`src/rtl/rbr_pkg.sv`:
```
package rbr_pkg;
  localparam logic [4:0] UNC_OP = 5'b11010;
  localparam logic [4:0] CND_OP = 5'b11100;

  typedef enum logic [1:0] {
    FLG_Z  = 2'd0,
    FLG_C  = 2'd1,
    FLG_OV = 2'd2,
    FLG_N  = 2'd3
  } flag_sel_e;

  typedef struct packed {
    logic      is_uncond;
    logic      is_cond;
    flag_sel_e flag;
    logic      on_clear;
  } br_kind_t;
endpackage

```
`src/rtl/rbr_decode.sv`:
```
module rbr_decode
  import rbr_pkg::*;
#(
  parameter int INSTR_W   = 16,
  parameter int UNC_OFF_W = 11,
  parameter int CND_OFF_W = 8,
  parameter int OFF_W     = 12
) (
  input  logic [INSTR_W-1:0]    instr_i,
  output br_kind_t              kind_o,
  output logic signed [OFF_W-1:0] woff_o
);
  localparam int OP_W = 5;

  logic [OP_W-1:0] op;
  assign op = instr_i[INSTR_W-1 -: OP_W];

  always_comb begin
    kind_o.is_uncond = (op == UNC_OP);
    kind_o.is_cond   = (op == CND_OP);
    kind_o.flag      = flag_sel_e'(instr_i[CND_OFF_W+2 -: 2]);
    kind_o.on_clear  = instr_i[CND_OFF_W];
    if (kind_o.is_uncond)
      woff_o = {{(OFF_W-UNC_OFF_W){instr_i[UNC_OFF_W-1]}}, instr_i[UNC_OFF_W-1:0]};
    else if (kind_o.is_cond)
      woff_o = {{(OFF_W-CND_OFF_W){instr_i[CND_OFF_W-1]}}, instr_i[CND_OFF_W-1:0]};
    else
      woff_o = '0;
  end
endmodule

```
`src/rtl/rbr_cond_eval.sv`:
```
module rbr_cond_eval
  import rbr_pkg::*;
(
  input  br_kind_t kind_i,
  input  logic     flag_n_i,
  input  logic     flag_ov_i,
  input  logic     flag_z_i,
  input  logic     flag_c_i,
  output logic     hit_o
);
  logic sel;

  always_comb begin
    unique case (kind_i.flag)
      FLG_Z:   sel = flag_z_i;
      FLG_C:   sel = flag_c_i;
      FLG_OV:  sel = flag_ov_i;
      default: sel = flag_n_i;
    endcase
  end

  assign hit_o = kind_i.is_uncond | (kind_i.is_cond & (sel ^ kind_i.on_clear));
endmodule

```
`src/rtl/rbr_target.sv`:
```
module rbr_target #(
  parameter int PC_W  = 21,
  parameter int OFF_W = 12
) (
  input  logic [PC_W-1:0]         pc_i,
  input  logic signed [OFF_W-1:0] woff_i,
  output logic [PC_W-1:0]         seq_pc_o,
  output logic [PC_W-1:0]         tgt_pc_o
);
  localparam int EXT_W = PC_W - OFF_W - 1;

  logic [PC_W-1:0] pc_al;
  logic [PC_W-1:0] disp;

  // word offset -> byte displacement, sign-extended to PC width
  assign pc_al    = pc_i & ~PC_W'(1);
  assign disp     = {{EXT_W{woff_i[OFF_W-1]}}, woff_i, 1'b0};
  assign seq_pc_o = pc_al + PC_W'(2);
  assign tgt_pc_o = seq_pc_o + disp;
endmodule

```
`src/rtl/rbr_unit.sv`:
```
module rbr_unit
  import rbr_pkg::*;
#(
  parameter int INSTR_W   = 16,
  parameter int PC_W      = 21,
  parameter int UNC_OFF_W = 11,
  parameter int CND_OFF_W = 8
) (
  input  logic               clk_i,
  input  logic               rst_ni,
  input  logic [INSTR_W-1:0] instr_i,
  input  logic [PC_W-1:0]    pc_i,
  input  logic               flag_n_i,
  input  logic               flag_ov_i,
  input  logic               flag_z_i,
  input  logic               flag_c_i,
  output logic               taken_o,
  output logic [PC_W-1:0]    next_pc_o,
  output logic               stall_o
);
  localparam int OFF_W = UNC_OFF_W + 1;

  br_kind_t                kind;
  logic signed [OFF_W-1:0] woff;
  logic                    hit;
  logic [PC_W-1:0]         seq_pc, tgt_pc;
  logic                    stall_q;

  rbr_decode #(
    .INSTR_W(INSTR_W), .UNC_OFF_W(UNC_OFF_W), .CND_OFF_W(CND_OFF_W), .OFF_W(OFF_W)
  ) u_decode (
    .instr_i(instr_i), .kind_o(kind), .woff_o(woff)
  );

  rbr_cond_eval u_cond (
    .kind_i(kind), .flag_n_i(flag_n_i), .flag_ov_i(flag_ov_i),
    .flag_z_i(flag_z_i), .flag_c_i(flag_c_i), .hit_o(hit)
  );

  rbr_target #(.PC_W(PC_W), .OFF_W(OFF_W)) u_target (
    .pc_i(pc_i), .woff_i(woff), .seq_pc_o(seq_pc), .tgt_pc_o(tgt_pc)
  );

  // word in decode during the bubble is the stale fetch: never a branch
  assign taken_o   = hit & ~stall_q;
  assign next_pc_o = taken_o ? tgt_pc : seq_pc;
  assign stall_o   = stall_q;

  always_ff @(posedge clk_i or negedge rst_ni) begin
    if (!rst_ni) stall_q <= 1'b0;
    else         stall_q <= taken_o;
  end


  stall_after_taken_chk: assert property (@(posedge clk_i) disable iff (!rst_ni)
    taken_o |=> stall_o);

  stall_single_chk: assert property (@(posedge clk_i) disable iff (!rst_ni)
    stall_o |=> !stall_o);

  no_spurious_stall_chk: assert property (@(posedge clk_i) disable iff (!rst_ni)
    !taken_o |=> !stall_o);

  flush_chk: assert property (@(posedge clk_i) disable iff (!rst_ni)
    stall_o |-> (!taken_o && next_pc_o == ((pc_i & ~PC_W'(1)) + PC_W'(2))));

  uncond_taken_chk: assert property (@(posedge clk_i) disable iff (!rst_ni)
    (instr_i[INSTR_W-1 -: 5] == UNC_OP && !stall_o) |-> taken_o);

  even_pc_chk: assert property (@(posedge clk_i) disable iff (!rst_ni)
    next_pc_o[0] == 1'b0);
endmodule

```
`config.mk`:
```
export PLATFORM = sky130hd
export DESIGN_NAME = rbr_unit
export DESIGN_NICKNAME = d
export VERILOG_FILES = /design/src/rtl/rbr_pkg.sv /design/src/rtl/rbr_decode.sv /design/src/rtl/rbr_cond_eval.sv /design/src/rtl/rbr_target.sv /design/src/rtl/rbr_unit.sv
export SDC_FILE = /design/constraint.sdc
export NUM_CORES = 1
export LEC_CHECK = 0
export BUFFER_PORTS_ARGS = -buffer_cell sky130_fd_sc_hd__clkbuf_2
export CAP_MARGIN = 15
export CORE_MARGIN = 2
export CORE_UTILIZATION = 40
export CTS_BUF_LIST = sky130_fd_sc_hd__clkbuf_8
export DETAILED_ROUTE_END_ITERATION = 8
export PLACE_DENSITY = 0.69
export SETUP_SLACK_MARGIN = 0.1
export SLEW_MARGIN = 5
export SYNTH_ARGS = -nofsm -noshare
export SYNTH_HDL_FRONTEND = slang
export SYNTH_HIERARCHICAL = 1
export SYNTH_SLANG_ARGS = --single-unit
```
`constraint.sdc`:
```
create_clock -name clk_i -period 6.8 [get_ports clk_i]
set_input_delay 0.34 -clock clk_i [delete_from_list [all_inputs] [get_ports clk_i]]
set_output_delay 0.34 -clock clk_i [all_outputs]
set_load 0.01 [all_outputs]
```
==> metrics.txt <==
Critical Path Most Common Cell a21oi_1; RePlAce Congestion 0.865; synth unique cells 50; final setup fails 0; synth warn 6; slew at the pin closest to its max-slew limit 1.08 ns; Cells after Synth 233; Post-synth top flop dfrtp_1; #FFs+latches synth 1; RSZ-0062 raised after global routing no; Seq/Total Area, Yosys 0.0129; FF-to-FF Start stall_o$_DFF_PN0_; number of flip-flops in the largest register 1; Worst Path Arrival 3.81 ns; ranking of synthesized cells by area mux2_4 15%, ha_1 14%, xnor2_1 12%; Post-synth EDFFs 0; Remaining DRCs 0; critical path's top delay family compound AO/OA/AOI/OAI gates; Synth async-reset ratio 1.00; largest net degree at the start of global routing 23; Routed wire per std cell 13.3 um; most common cell after layout, fill and taps aside clkbuf_2; highest-count cells in the layout ignoring fill and taps 63 x clkbuf_2, 26 x xnor2_1, 21 x ha_1; Hold WS 0.115 ns; worst slack at placement 2.64 ns; Vias 1835; Setup Skew 0 ns; Starting Density 0.412; Clk Latency, worst-skew pair 0 ns; outcome complete, no violations; Critical Path Start Type input pin; initial DRC count 65; cell area power density 54.9 mW/mm2; setup slack, reg-to-reg 5.83 ns; dpl cells 338; Max Slew Vio Count 0; total track usage 0.166; critical path cell sequence clkbuf_2 > nand3b_1 > a21oi_1 > ha_1 > a21oi_1 > o21ai_0 > o311ai_2 > o311ai_1 > a21oi_1 > xnor2_1 > mux2_2 > clkbuf_2; Final Hold Vio Count 0; Rel. slew slack 0.277; final worst-path cycle share 0.610; initial antenna violation count 0; Initial DRT Pass Iterations 4; Die Span Y 73.5 um; RR Endpoint stall_o$_DFF_PN0_; antenna cell count 0; first-pass GRT wire length 7400 um; # port buffers 63; Total Neg Setup Slack 0 ns; cts repair resizes 0; row count 25; type of the tightest min-delay check input pin to async pin; Area Growth Syn to Fin 15.4%; Syn Std Cell Area 0.00193 mm2; Clock transition at path regs 0 ns; Hold-fix buffers, CTS 0; Leakage Power 1.10 nW; ratio of cells with drive above 1 in the final layout 0.352; top cell type's share of synthesized area 0.147; type of element capturing the critical path output pin; die area 0.00541 mm2; R2R depth 2; nets@finish 351; Critical Path Fanout Max 13; kind of critical path input pin to output pin; Syn Area/Cell 8.30 um2; Setup WS post-layout 2.65 ns; Post-Layout Cell Count 338; Routed Antenna Nets 0; Worst path max stage delay 0.96 ns; Post-CTS Setup Repair Bufs 0; Max Fclk 241 MHz; worst vdd ir 0.0000290 V; fin crit period 4.15 ns; WP buf/inv 2; Die Width 73.5 um; number of global-route vias before repair 1670; hpwl dp 3820 um; post-synth top area cell mux2_4; I/O pin count 66; max cap viols 0; vias per inst 5.43; Critical Path RT 6.46 ns; final wirelength 4480 um; post-layout util 0.476; GRT overflow 0; core area 0.00469 mm2; crit path max-delay cell type a21oi_1
[cell usage after synthesis (all sizes together), types with 4 or more instances]
cell    instances
a21oi          21
and3            4
and4            4
buf            10
ha             21
inv            13
mux2           21
nand2          15
nand3          12
nand3b          6
nand4           5
nor2            4
nor3            4
nor3b          11
o21ai          12
o311ai          4
xnor2          26
xor2           12
[where the power goes]
group | leakage (nW) | switching, W | internal [W] | total (W)
combinational | 1.09 | 0.0000593 | 0.0000569 | 0.000116
sequential | 0.0138 | 0.0000000872 | 0.00000623 | 0.00000631
clock | 0 | 0 | 0 | 0
[per-stage QoR]
stage	total power, W	cell area [um2]
after detailed placement	0.000122	2230
after global routing	0.000134	2230
after CTS	0.000123	2230
after global placement	0.000121	2230
after floorplan	0.0000890	1940
final	0.000123	2230
[worst register-to-register path, stage by stage (launching register included)]
cell and delay (ns):
dfrtp_1 0.32, nand2b_4 0.40, inv_1 0.11
[worst max path at each step]
stage,from,end,cells after the start
floorplan,pc_i[1],next_pc_o[20],16
global placement,instr_i[11],next_pc_o[20],12
detailed placement,instr_i[11],next_pc_o[20],12
CTS,instr_i[11],next_pc_o[20],12
global route,instr_i[11],next_pc_o[20],12
finish,instr_i[11],next_pc_o[20],12
[final cells by class]
type                            count  area [um2]
Inverter                           13        48.8
Tap cell                           54        67.6
Sequential cell                     1        25.0
Multi-Input combinational cell    207        1780
Fill cell                         479        2460
Timing Repair Buffer               63         315
[metal layers]
layer	wire, um	vias to the layer above	GRT usage
li1	-	956	-
met1	2120	827	0.231
met2	2080	48	0.288
met3	242	4	0.00960
met4	45	0	0.0222
met5	0	-	0
[cell families after synthesis]
group           share of synthesized area
compound gates                      0.205
xor+xnor                            0.172
fa+ha+maj                           0.146
buf+inv                            0.0712
flops                              0.0129
mux                                 0.171
other cells                       0.00194
simple gates                        0.220
Power figures use the tool's default switching activity.
